`src/rtl/sar_pkg.sv`:
```
package sar_pkg;

  localparam int unsigned SAR_ADDR_BITS = 7;

  typedef enum logic [1:0] {
    MODE_MASKED = 2'd0,
    MODE_DUAL   = 2'd1,
    MODE_ANY    = 2'd2
  } sar_mode_e;

  // promiscuous overrides the select bit
  function automatic sar_mode_e sar_pick_mode(input logic promisc, input logic dual_sel);
    if (promisc)       return MODE_ANY;
    else if (dual_sel) return MODE_DUAL;
    else               return MODE_MASKED;
  endfunction

endpackage

```
`src/rtl/sar_cmp_bank.sv`:
```
module sar_cmp_bank #(
  parameter int unsigned W = 7
) (
  input  logic [W-1:0] rx_addr,
  input  logic [W-1:0] ref_a,
  input  logic [W-1:0] ref_b,
  output logic [W-1:0] diff_a,
  output logic [W-1:0] diff_b
);

  for (genvar i = 0; i < W; i++) begin : g_bit
    assign diff_a[i] = rx_addr[i] ^ ref_a[i];
    assign diff_b[i] = rx_addr[i] ^ ref_b[i];
  end

endmodule

```
`src/rtl/sar_decide.sv`:
```
module sar_decide #(
  parameter int unsigned W = 7
) (
  input  sar_pkg::sar_mode_e mode,
  input  logic [W-1:0]       diff_a,
  input  logic [W-1:0]       diff_b,
  input  logic [W-1:0]       second_word,
  output logic               addr_hit
);
  import sar_pkg::*;

  logic masked_ok;
  logic a_ok;
  logic b_ok;

  assign masked_ok = ~|(diff_a & ~second_word);
  assign a_ok      = ~|diff_a;
  assign b_ok      = ~|diff_b;

  always_comb begin
    unique case (mode)
      MODE_ANY:    addr_hit = 1'b1;
      MODE_DUAL:   addr_hit = a_ok | b_ok;
      MODE_MASKED: addr_hit = masked_ok;
      default:     addr_hit = 1'b0;
    endcase
  end

endmodule

```
`src/rtl/sar_event_regs.sv`:
```
module sar_event_regs (
  input  logic clk,
  input  logic rst_n,
  input  logic hit_evt,
  input  logic rw_bit,
  input  logic clr,
  output logic pulse_q,
  output logic flag_q,
  output logic dir_q
);

  always_ff @(posedge clk or negedge rst_n) begin
    if (!rst_n) begin
      pulse_q <= 1'b0;
      flag_q  <= 1'b0;
      dir_q   <= 1'b0;
    end else begin
      pulse_q <= hit_evt;
      if (hit_evt)  flag_q <= 1'b1;
      else if (clr) flag_q <= 1'b0;
      if (hit_evt)  dir_q  <= rw_bit;
    end
  end

endmodule

```
`src/rtl/slave_addr_recognizer.sv`:
```
module slave_addr_recognizer #(
  parameter int unsigned ADDR_W = sar_pkg::SAR_ADDR_BITS
) (
  input  logic              clk,
  input  logic              rst_n,
  input  logic              addr_valid,
  input  logic [ADDR_W:0]   addr_byte,
  input  logic [ADDR_W-1:0] cfg_primary,
  input  logic [ADDR_W-1:0] cfg_second,
  input  logic              cfg_dual_sel,
  input  logic              cfg_promisc,
  input  logic              flag_clear,
  output logic              match_pulse,
  output logic              addr_flag,
  output logic              dir_flag
);
  import sar_pkg::*;

  logic [ADDR_W-1:0] rx_addr;
  logic              rw_bit;
  logic [ADDR_W-1:0] diff_pri;
  logic [ADDR_W-1:0] diff_sec;
  sar_mode_e         mode;
  logic              addr_hit;
  logic              hit_evt;

  assign rx_addr = addr_byte[ADDR_W:1];
  assign rw_bit  = addr_byte[0];
  assign mode    = sar_pick_mode(cfg_promisc, cfg_dual_sel);

  sar_cmp_bank #(.W(ADDR_W)) u_cmp (
    .rx_addr (rx_addr),
    .ref_a   (cfg_primary),
    .ref_b   (cfg_second),
    .diff_a  (diff_pri),
    .diff_b  (diff_sec)
  );

  sar_decide #(.W(ADDR_W)) u_dec (
    .mode        (mode),
    .diff_a      (diff_pri),
    .diff_b      (diff_sec),
    .second_word (cfg_second),
    .addr_hit    (addr_hit)
  );

  assign hit_evt = addr_valid & addr_hit;

  sar_event_regs u_regs (
    .clk     (clk),
    .rst_n   (rst_n),
    .hit_evt (hit_evt),
    .rw_bit  (rw_bit),
    .clr     (flag_clear),
    .pulse_q (match_pulse),
    .flag_q  (addr_flag),
    .dir_q   (dir_flag)
  );

endmodule

```
`config.mk`:
```
export PLATFORM = sky130hd
export DESIGN_NAME = slave_addr_recognizer
export DESIGN_NICKNAME = d
export VERILOG_FILES = /design/src/rtl/sar_pkg.sv /design/src/rtl/sar_cmp_bank.sv /design/src/rtl/sar_decide.sv /design/src/rtl/sar_event_regs.sv /design/src/rtl/slave_addr_recognizer.sv
export SDC_FILE = /design/constraint.sdc
export NUM_CORES = 1
export LEC_CHECK = 0
export ABC_AREA = 1
export BUFFER_PORTS_ARGS = -buffer_cell sky130_fd_sc_hd__buf_2
export CAP_MARGIN = 20
export CELL_PAD_IN_SITES_DETAIL_PLACEMENT = 1
export CELL_PAD_IN_SITES_GLOBAL_PLACEMENT = 1
export CORE_MARGIN = 2
export CORE_UTILIZATION = 26
export DETAILED_ROUTE_END_ITERATION = 8
export GPL_ROUTABILITY_DRIVEN = 0
export PLACE_DENSITY = 0.93
export SLEW_MARGIN = 40
export SYNTH_ARGS = -nofsm -noshare
export SYNTH_HDL_FRONTEND = slang
export SYNTH_HIERARCHICAL = 1
export SYNTH_SLANG_ARGS = --single-unit
```
`constraint.sdc`:
```
create_clock -name clk -period 1.15 [get_ports clk]
set_input_delay 0.115 -clock clk [delete_from_list [all_inputs] [get_ports clk]]
set_output_delay 0.115 -clock clk [all_outputs]
set_load 0.005 [all_outputs]
```
==> out/metrics.csv <==
stage;metric;value;unit
route;final routed DRC violation total;0;
timing;final setup vio count;0;
route;count of vias placed by the detailed router;756;
worst_setup_path;crit path kind;input pin to flip-flop;
global_route;overflow left after global routing;0;
clock_network;Worst-Skew Late Latency;0.23;ns
floorplanning;Starting Density;0.2781;
worst_setup_path;arrival time at the worst endpoint;1.11;ns
worst_setup_path;reg2reg end;u_regs/flag_q;
worst_setup_path;Critical path buffers and inverters;4;
route;vias per std cell;4.065;
route;DRT antenna net count;0;
route;first-pass iteration count of the detailed router;2;
clock_network;total CTS buffers;3;
finish;Layout Nets;188;
yosys;Yosys reg bits;3;
clock_network;setup repair bufs after CTS;0;
yosys;main flop type after synthesis;sky130_fd_sc_hd__dfrtp_1;
yosys;Distinct cells, synth;8;
clock_network;# H-tree levels;1;
timing;worst slew pin tran;0.1526;ns
timing;hold violation count in the final report;0;
global_route;Total GRT Usage;0.1457;
worst_setup_path;crit-path leading delay family;simple AND/OR/NAND/NOR gates;
yosys;Synth Cell Area;545.5;um2
timing;relative slew slack;0.8977;
global_route;maximum number of pins on one net before global-route repair;5;
timing;post-route clock skew;0;ns
finish;Final Instance Count excl. Fillers;186;
floorplanning;cell row count;16;
hold_path;Hold Crit Depth;3;
floorplanning;Core Box Area;0.001962;mm2
worst_setup_path;crit path capture type;flip-flop;
placed_design;Placed Cells;181;
timing;share of the clock period used by the worst path;0.8583;
timing;Max Slew Vio Count;0;
worst_setup_path;critical path startpoint category;input pin;
worst_setup_path;max incr delay on CP;0.20;ns
hold_path;end point of the worst hold path;u_regs/dir_q;
power_and_ir_drop;Pwr Density;692.8;mW/mm2
power_and_ir_drop;leakage component of the power;0.6117;nW
clock_network;clock input transition at the sequential cells of the worst setup and hold paths;0.04;ns
worst_setup_path;library cell appearing most often on the critical path;sky130_fd_sc_hd__nand2_1;
yosys;most frequent cells after synthesis;sky130_fd_sc_hd__nand2_1, sky130_fd_sc_hd__inv_1, sky130_fd_sc_hd__nor2_1;
floorplanning;Die Area;0.002481;mm2
worst_setup_path;path depth of the worst reg2reg path;2;
worst_setup_path;critical-path cell list;buf_2 > inv_1 > nand2_1 > nand2_1 > nor3_2 > nand2_1 > nand2_1 > nand2_1 > nand3_2 > nand2_1 > inv_1 > inv_1 > nand2_1 > nand2_1;
flow_run;max-cap violations;0;
worst_setup_path;required arrival time at the worst endpoint;1.27;ns
yosys;FFs w/ async S/R, synth;1.000;
finish;synthesis-to-layout area growth;40.37;%
finish;final core utilization;0.3903;
yosys;post-synthesis cell count;124;
global_route;wire length of the first global-routing pass;2801;um
yosys;portion of the post-synthesis area used by sequential elements;0.1376;
route;routed length per placed instance;8.602;um
clock_network;Clk Tree Root Cell;sky130_fd_sc_hd__clkbuf_4;
floorplanning;die outline height;49.81;um
outcome;run status;finished clean;
yosys;warning count from the yosys run;6;
worst_setup_path;CP max-delay cell;sky130_fd_sc_hd__nor3_2;
worst_setup_path;biggest fanout along the worst timing path;3;
clock_network;worst-case clock buffer depth;2;
yosys;most common cell in the netlist;sky130_fd_sc_hd__nand2_1;
timing;fmax;1.013;GHz
power_and_ir_drop;Max rail drop VDD;0.3825;mV
timing;Min Clock Period, post-route;0.9871;ns
worst_setup_path;r2r setup slk;0.56;ns
timing;unrepaired setup endpoints after global routing;no;
hold_path;launch point of the worst hold path;addr_byte[0];
floorplanning;width of the chip;49.81;um
yosys;share of the synthesized area in the top cell type;0.4610;
yosys;number of nets produced by synthesis;152;
hold_path;Hold Crit Class;input pin to flip-flop;
worst_setup_path;r2r startpoint;u_regs/flag_q;
placed_design;DPL Wire Length;1410;um
route;Starting DRT DRC Count;1;
yosys;syn_area_per_cell;4.399;um2
yosys;dominant cells by area after synthesis;sky130_fd_sc_hd__nand2_1, sky130_fd_sc_hd__inv_1, sky130_fd_sc_hd__dfrtp_1;
yosys;cell type with the largest total area after synthesis;sky130_fd_sc_hd__nand2_1;
finish;layout cells sized above 1;0.2264;
yosys;number of flops mapped to enable cells by yosys;0;
floorplanning;number of top-level pins;31;
route;final WL;1600;um
finish;Diodes inserted;0;
global_route;via count of the first global-routing pass;746;
clock_network;number of sinks on the clock net;3;
placed_design;number of port buffers;30;
global_route;antenna violations before repair;0;
clock_network;clock tree from TritonCTS;built;
==> power breakdown <==
part | switching [mW] | total, mW | internal, mW
combinational | 0.122 | 0.216 | 0.0943
sequential | 0.00556 | 0.124 | 0.119
clock | 0.0599 | 0.190 | 0.130
==> how the worst max path moves through the flow <==
stage,from,cells after the start,slack [ns],endpoint
3_5_place_dp,addr_byte[3],14,-0.1,u_regs/dir_q
5_1_grt,addr_byte[2],14,0.008,u_regs/dir_q
3_3_place_gp,addr_byte[6],16,0.005,u_regs/dir_q
4_1_cts,addr_byte[3],14,0.15,u_regs/dir_q
2_1_floorplan,addr_byte[3],13,0.19,u_regs/dir_q
6_report,addr_byte[3],14,0.16,u_regs/dir_q
==> metrics by stage <==
step / setup TNS (ns) / hold WS, ns / total power, mW / setup slack, ns / cell area (um2)
2_1_floorplan: 0 / -0.1806 / 0.2411 / 0.1868 / 545.5
3_3_place_gp: 0 / -0.09046 / 0.3255 / 0.004927 / 729.5
3_5_place_dp: -0.1027 / -0.08742 / 0.3413 / -0.09604 / 729.5
4_1_cts: 0 / 0.08980 / 0.5424 / 0.1535 / 765.7
5_1_grt: 0 / 0.1040 / 0.5881 / 0.008272 / 765.7
6_report: 0 / 0.09111 / 0.5305 / 0.1629 / 765.7
==> cells in the final DEF (no fill, tap or decap) <==
cell type / count
sky130_fd_sc_hd__buf_2: 30
sky130_fd_sc_hd__clkbuf_1: 1
sky130_fd_sc_hd__clkbuf_4: 3
sky130_fd_sc_hd__dfrtp_1: 3
sky130_fd_sc_hd__dlygate4sd3_1: 1
sky130_fd_sc_hd__inv_1: 42
sky130_fd_sc_hd__nand2_1: 67
sky130_fd_sc_hd__nand3_1: 1
sky130_fd_sc_hd__nand3_2: 1
sky130_fd_sc_hd__nor2_1: 8
sky130_fd_sc_hd__nor2_2: 1
sky130_fd_sc_hd__nor3_2: 1
==> routing by layer <==
layer | vias to the layer above | global-route usage | routed length, um | share of wire
met4 | 0 | 0.08796 | 42 | 0.026
met5 | - | 0 | 0 | 0
met2 | 25 | 0.2756 | 842 | 0.53
li1 | 402 | - | - | -
met3 | 4 | 0.02121 | 91 | 0.057
met1 | 325 | 0.1479 | 624 | 0.39
==> kinds of logic after synthesis <==
family / count (synthesis) / synth area share
AND/OR/NAND/NOR: 79 / 0.5734
flip-flops: 3 / 0.1376
buffers and inverters: 42 / 0.2890
==> tightest hold or removal path, delay by kind of cell <==
family / cells / cell delay (ns)
buffers and inverters: 1 / 0.08
and+or+nand+nor: 2 / 0.09
==> sequential cells by signal (all words and copies together), names as in the netlist <==
register,count
u_regs/dir_q,1
u_regs/pulse_q,1
u_regs/flag_q,1
==> area by class of cell <==
cell class,instances,area [um2]
fillers,314,1196
multi-input cells,79,312.8
repair buffers,31,160.2
inverters,42,157.7
flip-flops and latches,3,75.07
well taps,27,33.78
clock buffers,4,26.28
==> repair_timing <==
item                                   in CTS  in global routing
hold buffers                                1                  0
endpoints found under the hold margin       3                  0
setup endpoints to repair                   0                  1
gates resized for setup                     0                  0
(Power assumes the default switching activity.)
